===== src/rtl/xlat_pkg.sv =====
package xlat_pkg;
  localparam int VA_W    = 32;
  localparam int PA_W    = 36;
  localparam int ENT_W   = 32;
  localparam int LVL_W   = 2;
  localparam int FC_W    = 10;
  localparam int REF_BIT = 5;
  localparam int MOD_BIT = 6;
  localparam int PPN_LSB = 8;
  localparam int PAGE_SH = 12;

  localparam logic [2:0] FT_INVALID = 3'd1;
  localparam logic [2:0] FT_BADTYPE = 3'd4;

  localparam logic [1:0] CFG_CTRL = 2'd0;
  localparam logic [1:0] CFG_ROOT = 2'd1;
  localparam logic [1:0] CFG_CTX  = 2'd2;

  typedef enum logic [1:0] {
    ET_INVALID = 2'd0,
    ET_TABLE   = 2'd1,
    ET_PAGE    = 2'd2,
    ET_RESV    = 2'd3
  } ent_type_e;

  typedef enum logic [1:0] {
    ACT_DESCEND,
    ACT_LEAF,
    ACT_FAULT
  } step_act_e;

  typedef enum logic [1:0] {
    S_IDLE,
    S_FETCH,
    S_WBACK,
    S_FIN
  } walk_state_e;
endpackage


===== src/rtl/xlat_cfg_regs.sv =====
module xlat_cfg_regs
  import xlat_pkg::*;
#(
  parameter int CTX_W = 8
) (
  input  logic              clk,
  input  logic              rst_n,
  input  logic              cfg_we,
  input  logic [1:0]        cfg_sel,
  input  logic [ENT_W-1:0]  cfg_wdata,
  output logic              cfg_en,
  output logic [ENT_W-1:0]  cfg_root,
  output logic [CTX_W-1:0]  cfg_ctx
);
  logic             en_ld, root_ld, ctx_ld;
  logic             unused_cfg_bits;

  assign en_ld   = cfg_we && (cfg_sel == CFG_CTRL);
  assign root_ld = cfg_we && (cfg_sel == CFG_ROOT);
  assign ctx_ld  = cfg_we && (cfg_sel == CFG_CTX);
  assign unused_cfg_bits = ^cfg_wdata[ENT_W-1:CTX_W];

  always_ff @(posedge clk or negedge rst_n) begin
    if (!rst_n) begin
      cfg_en   <= 1'b0;
      cfg_root <= '0;
      cfg_ctx  <= '0;
    end else begin
      if (en_ld)   cfg_en   <= cfg_wdata[0];
      if (root_ld) cfg_root <= cfg_wdata;
      if (ctx_ld)  cfg_ctx  <= cfg_wdata[CTX_W-1:0];
    end
  end
endmodule


===== src/rtl/xlat_step.sv =====
module xlat_step
  import xlat_pkg::*;
(
  input  logic [ENT_W-1:0] entry,
  input  logic [LVL_W-1:0] lvl,
  input  logic [VA_W-1:0]  va,
  input  logic             wr,
  output step_act_e        act,
  output logic [PA_W-1:0]  nxt_addr,
  output logic [FC_W-1:0]  fcode,
  output logic [PA_W-1:0]  leaf_pa,
  output logic [ENT_W-1:0] upd_entry,
  output logic             need_wb
);
  ent_type_e   etype;
  logic [9:0]  idx;
  logic [23:0] offs;
  logic [2:0]  ftype;
  logic [PA_W-1:0] tbl_base, page_base;

  assign etype     = ent_type_e'(entry[1:0]);
  assign tbl_base  = {entry[ENT_W-1:2], 6'b0};
  assign page_base = {entry[ENT_W-1:PPN_LSB], {PAGE_SH{1'b0}}};

  // index into the table one level below the current one
  always_comb begin
    case (lvl)
      2'd0:    idx = {va[31:24], 2'b00};
      2'd1:    idx = {2'b00, va[23:18], 2'b00};
      default: idx = {2'b00, va[17:12], 2'b00};
    endcase
  end

  // page offset depends on where the page entry was found
  always_comb begin
    case (lvl)
      2'd1:    offs = va[23:0];
      2'd2:    offs = {6'b0, va[17:0]};
      default: offs = {12'b0, va[11:0]};
    endcase
  end

  assign nxt_addr = tbl_base + PA_W'(idx);
  assign leaf_pa  = page_base + PA_W'(offs);

  always_comb begin
    act   = ACT_FAULT;
    ftype = FT_BADTYPE;
    case (etype)
      ET_INVALID: ftype = FT_INVALID;
      ET_TABLE:   if (lvl != 2'd3) act = ACT_DESCEND;
      ET_PAGE:    if (lvl != 2'd0) act = ACT_LEAF;
      default:    ftype = FT_BADTYPE;
    endcase
  end

  assign fcode = {lvl, 3'b000, ftype, 2'b00};

  always_comb begin
    upd_entry = entry;
    upd_entry[REF_BIT] = 1'b1;
    if (wr) upd_entry[MOD_BIT] = 1'b1;
  end

  assign need_wb = !entry[REF_BIT] || (wr && !entry[MOD_BIT]);
endmodule


===== src/rtl/xlat_walker.sv =====
module xlat_walker
  import xlat_pkg::*;
#(
  parameter int CTX_W = 8
) (
  input  logic              clk,
  input  logic              rst_n,
  input  logic              cfg_we,
  input  logic [1:0]        cfg_sel,
  input  logic [31:0]       cfg_wdata,
  input  logic              req_valid,
  output logic              req_ready,
  input  logic [31:0]       req_va,
  input  logic              req_write,
  output logic              done,
  output logic              rsp_fault,
  output logic [9:0]        rsp_fcode,
  output logic [35:0]       rsp_pa,
  output logic [31:0]       rsp_pte,
  output logic              rsp_all_rights,
  output logic              mem_req,
  output logic              mem_we,
  output logic [35:0]       mem_addr,
  output logic [31:0]       mem_wdata,
  input  logic              mem_ack,
  input  logic [31:0]       mem_rdata
);
  logic             cfg_en;
  logic [ENT_W-1:0] cfg_root;
  logic [CTX_W-1:0] cfg_ctx;

  walk_state_e      state_q, state_d;
  logic [LVL_W-1:0] lvl_q, lvl_d;
  logic [VA_W-1:0]  va_q, va_d;
  logic             wr_q, wr_d;
  logic [PA_W-1:0]  addr_q, addr_d;
  logic [ENT_W-1:0] wdat_q, wdat_d;
  logic [PA_W-1:0]  pa_q, pa_d;
  logic [ENT_W-1:0] pte_q, pte_d;
  logic             flt_q, flt_d;
  logic [FC_W-1:0]  fc_q, fc_d;
  logic             all_q, all_d;
  logic             res_en;

  step_act_e        st_act;
  logic [PA_W-1:0]  st_nxt, st_pa;
  logic [FC_W-1:0]  st_fc;
  logic [ENT_W-1:0] st_upd;
  logic             st_wb;

  xlat_cfg_regs #(.CTX_W(CTX_W)) u_cfg (
    .clk      (clk),
    .rst_n    (rst_n),
    .cfg_we   (cfg_we),
    .cfg_sel  (cfg_sel),
    .cfg_wdata(cfg_wdata),
    .cfg_en   (cfg_en),
    .cfg_root (cfg_root),
    .cfg_ctx  (cfg_ctx)
  );

  xlat_step u_step (
    .entry    (mem_rdata),
    .lvl      (lvl_q),
    .va       (va_q),
    .wr       (wr_q),
    .act      (st_act),
    .nxt_addr (st_nxt),
    .fcode    (st_fc),
    .leaf_pa  (st_pa),
    .upd_entry(st_upd),
    .need_wb  (st_wb)
  );

  // next-state process
  always_comb begin
    state_d = state_q;
    lvl_d   = lvl_q;
    va_d    = va_q;
    wr_d    = wr_q;
    addr_d  = addr_q;
    wdat_d  = wdat_q;
    pa_d    = pa_q;
    pte_d   = pte_q;
    flt_d   = flt_q;
    fc_d    = fc_q;
    all_d   = all_q;
    res_en  = 1'b0;
    case (state_q)
      S_IDLE: begin
        if (req_valid) begin
          va_d = req_va;
          wr_d = req_write;
          if (!cfg_en) begin
            res_en  = 1'b1;
            pa_d    = PA_W'(req_va);
            pte_d   = '0;
            flt_d   = 1'b0;
            fc_d    = '0;
            all_d   = 1'b1;
            state_d = S_FIN;
          end else begin
            addr_d  = {cfg_root, 4'b0} + PA_W'({cfg_ctx, 2'b00});
            lvl_d   = '0;
            state_d = S_FETCH;
          end
        end
      end
      S_FETCH: begin
        if (mem_ack) begin
          case (st_act)
            ACT_DESCEND: begin
              addr_d = st_nxt;
              lvl_d  = lvl_q + 1'b1;
            end
            ACT_LEAF: begin
              res_en  = 1'b1;
              pa_d    = st_pa;
              pte_d   = st_upd;
              flt_d   = 1'b0;
              fc_d    = '0;
              all_d   = 1'b0;
              wdat_d  = st_upd;
              state_d = st_wb ? S_WBACK : S_FIN;
            end
            default: begin
              res_en  = 1'b1;
              pa_d    = '0;
              pte_d   = mem_rdata;
              flt_d   = 1'b1;
              fc_d    = st_fc;
              all_d   = 1'b0;
              state_d = S_FIN;
            end
          endcase
        end
      end
      S_WBACK: if (mem_ack) state_d = S_FIN;
      default: state_d = S_IDLE;
    endcase
  end

  // register process
  always_ff @(posedge clk or negedge rst_n) begin
    if (!rst_n) begin
      state_q <= S_IDLE;
      lvl_q   <= '0;
      va_q    <= '0;
      wr_q    <= 1'b0;
      addr_q  <= '0;
      wdat_q  <= '0;
      pa_q    <= '0;
      pte_q   <= '0;
      flt_q   <= 1'b0;
      fc_q    <= '0;
      all_q   <= 1'b0;
    end else begin
      state_q <= state_d;
      lvl_q   <= lvl_d;
      va_q    <= va_d;
      wr_q    <= wr_d;
      addr_q  <= addr_d;
      wdat_q  <= wdat_d;
      if (res_en) begin
        pa_q  <= pa_d;
        pte_q <= pte_d;
        flt_q <= flt_d;
        fc_q  <= fc_d;
        all_q <= all_d;
      end
    end
  end

  assign req_ready      = (state_q == S_IDLE);
  assign done           = (state_q == S_FIN);
  assign mem_req        = (state_q == S_FETCH) || (state_q == S_WBACK);
  assign mem_we         = (state_q == S_WBACK);
  assign mem_addr       = addr_q;
  assign mem_wdata      = wdat_q;
  assign rsp_pa         = pa_q;
  assign rsp_pte        = pte_q;
  assign rsp_fault      = flt_q;
  assign rsp_fcode      = fc_q;
  assign rsp_all_rights = all_q;
endmodule


===== config.mk =====
export PLATFORM = sky130hd
export DESIGN_NAME = xlat_walker
export DESIGN_NICKNAME = d
export VERILOG_FILES = /design/src/rtl/xlat_pkg.sv /design/src/rtl/xlat_cfg_regs.sv /design/src/rtl/xlat_step.sv /design/src/rtl/xlat_walker.sv
export SDC_FILE = /design/constraint.sdc
export NUM_CORES = 1
export LEC_CHECK = 0
export ABC_CLOCK_PERIOD_IN_PS = 4700
export CAP_MARGIN = 20
export CORE_ASPECT_RATIO = 0.6
export CORE_MARGIN = 2
export CORE_UTILIZATION = 25
export DETAILED_ROUTE_END_ITERATION = 12
export GPL_TIMING_DRIVEN = 0
export SLEW_MARGIN = 0
export SYNTH_ARGS = -nofsm -noshare
export SYNTH_HDL_FRONTEND = slang
export SYNTH_SLANG_ARGS = --single-unit

===== constraint.sdc =====
create_clock -name clk -period 4.7 [get_ports clk]
set_input_delay 0.705 -clock clk [delete_from_list [all_inputs] [get_ports clk]]
set_output_delay 0.705 -clock clk [all_outputs]
set_load 0.1 [all_outputs]

==> impl_metrics.toml <==
[layout]
nNetsFinal = 1519
drive_above_1_share_pct = 12.7
num-fill-cells = 4485
multi_input_comb_area_um2 = 5410
final_cell_mix = "clkdlybuf4s50_1, dfrtp_1, nand2_1"
syn2layout_area_growth_pct = 35.9
register_area_um2 = 5460
layout_commonest_cell = "clkdlybuf4s50_1"

[sta]
setup_violations = 0
tightest_slew_ps = 1180
timing.final.ws_setup_ps = 312
hold_ws_ps = 220
max-slew-margin-rel_pct = 21.2
rsz0062_at_grt = "false"
period_needed_ps = 4390
hold_viol = 0
fin_crit_sh_pct = 93.4
fin_worst_skew_ps = 9.92
max_freq_mhz = 228
drv_slew = 0

[global_routing]
grt_pass1_wl_um = 64000
grt_pass1_vias = 9800
grt.overflow.total = 0
antenna_found_initial = 1
grt_max_degree = 113
gr-usage-all-layers_pct = 18.3

[clocking]
numCtsBuffers = 24
cts.path.max_buffers = 3
clkTransAtPathRegs_ps = 70
h-tree-depth = 1
cts_tree = "built"
insertion_delay_ps = 530
cts_root_buf = "clkbuf_16"
hold_buffers = 0
cts_sinks = 218

[drt]
vias = 9589
routed_wl_um = 43100
avgRoutedWirePerCell_um = 21.7
dr.pass1.iters = 5
drt_iter0_markers = 821
drc = 0
ant_nets = 0
via_per_inst = 4.83

[synth]
yosysSeqAreaShare_pct = 48.4
synth.avg_cell_area_um2 = 10.2
synth-main-ff-cell = "dfrtp_1"
synth_edf_count = 0
ys_ff_latch = 218
synth_cells = 1102
async_reset_ff_share_pct = 100
synth_area_um2 = 11300
synth.distinct_cells = 68
synth_warnings = 0

[die]
dieArea_um2 = 46800
ioPinCount = 256
start_util_pct = 25.2
rows = 60
die_h_um = 168
fp.dieW_um = 278
coreArea_um2 = 44700

[placed_design]
pre_cts_slack_ps = 205
place.gp.congestion = 0.922
hpwl_um = 33900
io_buffers = 242

[worst_setup_path]
worst-path-max-fanout = 10
endpoint_kind = "register"
critPathLaunchType = "register"
critical_path_arrival_ps = 4830
crit_required_ps = 5140
crit_type = "register to register"

[hold_path]
min_path_type = "input pin to async pin"

[run_status]
outcome = "finished clean"

[run]
maxCapViolCount = 0
[cell usage after synthesis (3+ instances only)]
library cell    n  area share [%]
a211oi_1        9            0.60
a21o_1          4            0.27
a21oi_1        52             2.3
a221o_1         5            0.44
a221oi_1        7            0.54
a22oi_1        12            0.80
and2_1         17            0.94
and3_1         27             1.5
and4_1          5            0.39
buf_1           4            0.13
buf_2           4            0.18
buf_4           8            0.53
buf_6           5            0.50
clkbuf_1       44             1.5
dfrtp_1       218              48
fa_1            3            0.53
ha_1           34             3.8
inv_1          23            0.77
mux2_2        100              10
nand2_1       149             5.0
nand3_1        46             2.0
nand4_1         7            0.39
nor2_1         61             2.0
nor2b_1         5            0.28
nor3_1         12            0.53
nor4_1          3            0.17
o21a_1          8            0.53
o21ai_0        83             3.7
o21bai_1        4            0.27
o221ai_1        7            0.54
o22ai_1         4            0.22
o31ai_1        14            0.93
or3_1           4            0.22
xnor2_1        40             3.1
xor2_1         30             2.3
[timing repair]
| item | 4_1_cts | 5_1_grt |
|---|---|---|
| hold endpoints to repair | 0 | 0 |
| setup buffers | 0 | 0 |
| gates resized for setup | 0 | 2 |
| setup endpoints to repair | 0 | 1 |
[worst max-delay path, cell delays in order (launching register included)]
cell and delay [ps]:
dfrtp_1 520, inv_1 150, ha_1 220, clkbuf_1 250
nor2_2 340, a221o_1 260, ha_1 210, inv_1 60
fa_1 400, nor2b_1 180, o31ai_1 190, or3_1 430
buf_6 150, nor4_4 290, xor2_2 350, nand2_1 110
o221ai_1 170
[metal layers]
layer / GRT usage [%] / up-vias / part of all wire [%]
met3: 5.48 / 42 / 8.3
met4: 3.03 / 0 / 1.5
met5: 0 / - / 0
met1: 26.1 / 4817 / 47
met2: 27.4 / 318 / 43
li1: - / 4412 / -
[metrics by stage]
stage          utilization (%)  cells  instance area [µm²]  TNS [ps]
2_1_floorplan                -   1109                11300         0
3_3_place_gp              32.4   1940                14500  -1453330
3_5_place_dp              32.4   1941                14500         0
4_1_cts                   34.3   1983                15300         0
5_1_grt                   34.3   1984                15300         0
6_report                  34.3   1984                15300         0
[registers in the layout, summed over array words and instances (netlist names)]
name,flops
va_q,32
wr_q,1
rsp_fcode,4
mem_addr,34
rsp_all_rights,1
state_q,2
lvl_q,2
rsp_pte,32
u_cfg.cfg_ctx,8
mem_wdata,32
rsp_pa,36
rsp_fault,1
u_cfg.cfg_root,32
u_cfg.cfg_en,1
[path summary, 6_finish.rpt]
path,start,end,slack (ps),cells after the start
max,lvl_q[0],mem_addr[34],310,16
min,rst_n,u_cfg.cfg_ctx[3],220,1
max reg2reg,lvl_q[0],mem_addr[34],310,16
min reg2reg,mem_wdata[5],mem_wdata[5],470,1
max in group asynchronous,rst_n,mem_wdata[25],3400,2
min in group clk,mem_rdata[21],rsp_pte[21],450,3
[cells by family after synthesis]
| group | synth area share [%] |
|---|---|
| and+or+nand+nor | 15.1 |
| AOI/OAI and AO/OA | 12.6 |
| DFF | 48.4 |
| muxes | 10.2 |
| buffers and inverters | 3.93 |
| xor gates and xnor gates | 5.44 |
| adders and majority gates | 4.31 |
| other | 0.0333 |
[area by class of cell]
class	instances	share of cell area, %
clock buffer	31	4.43
antenna	1	0.0163
timing repair buffer	243	16.0
buffer	68	2.30
inverter	24	0.588
sequential	218	35.6
tap	589	4.81
clock inverter	11	0.907
multi-input combinational	799	35.3
Power is not shown: default switching activity piles up to over one toggle a cycle in this logic, so the estimate is an artifact.
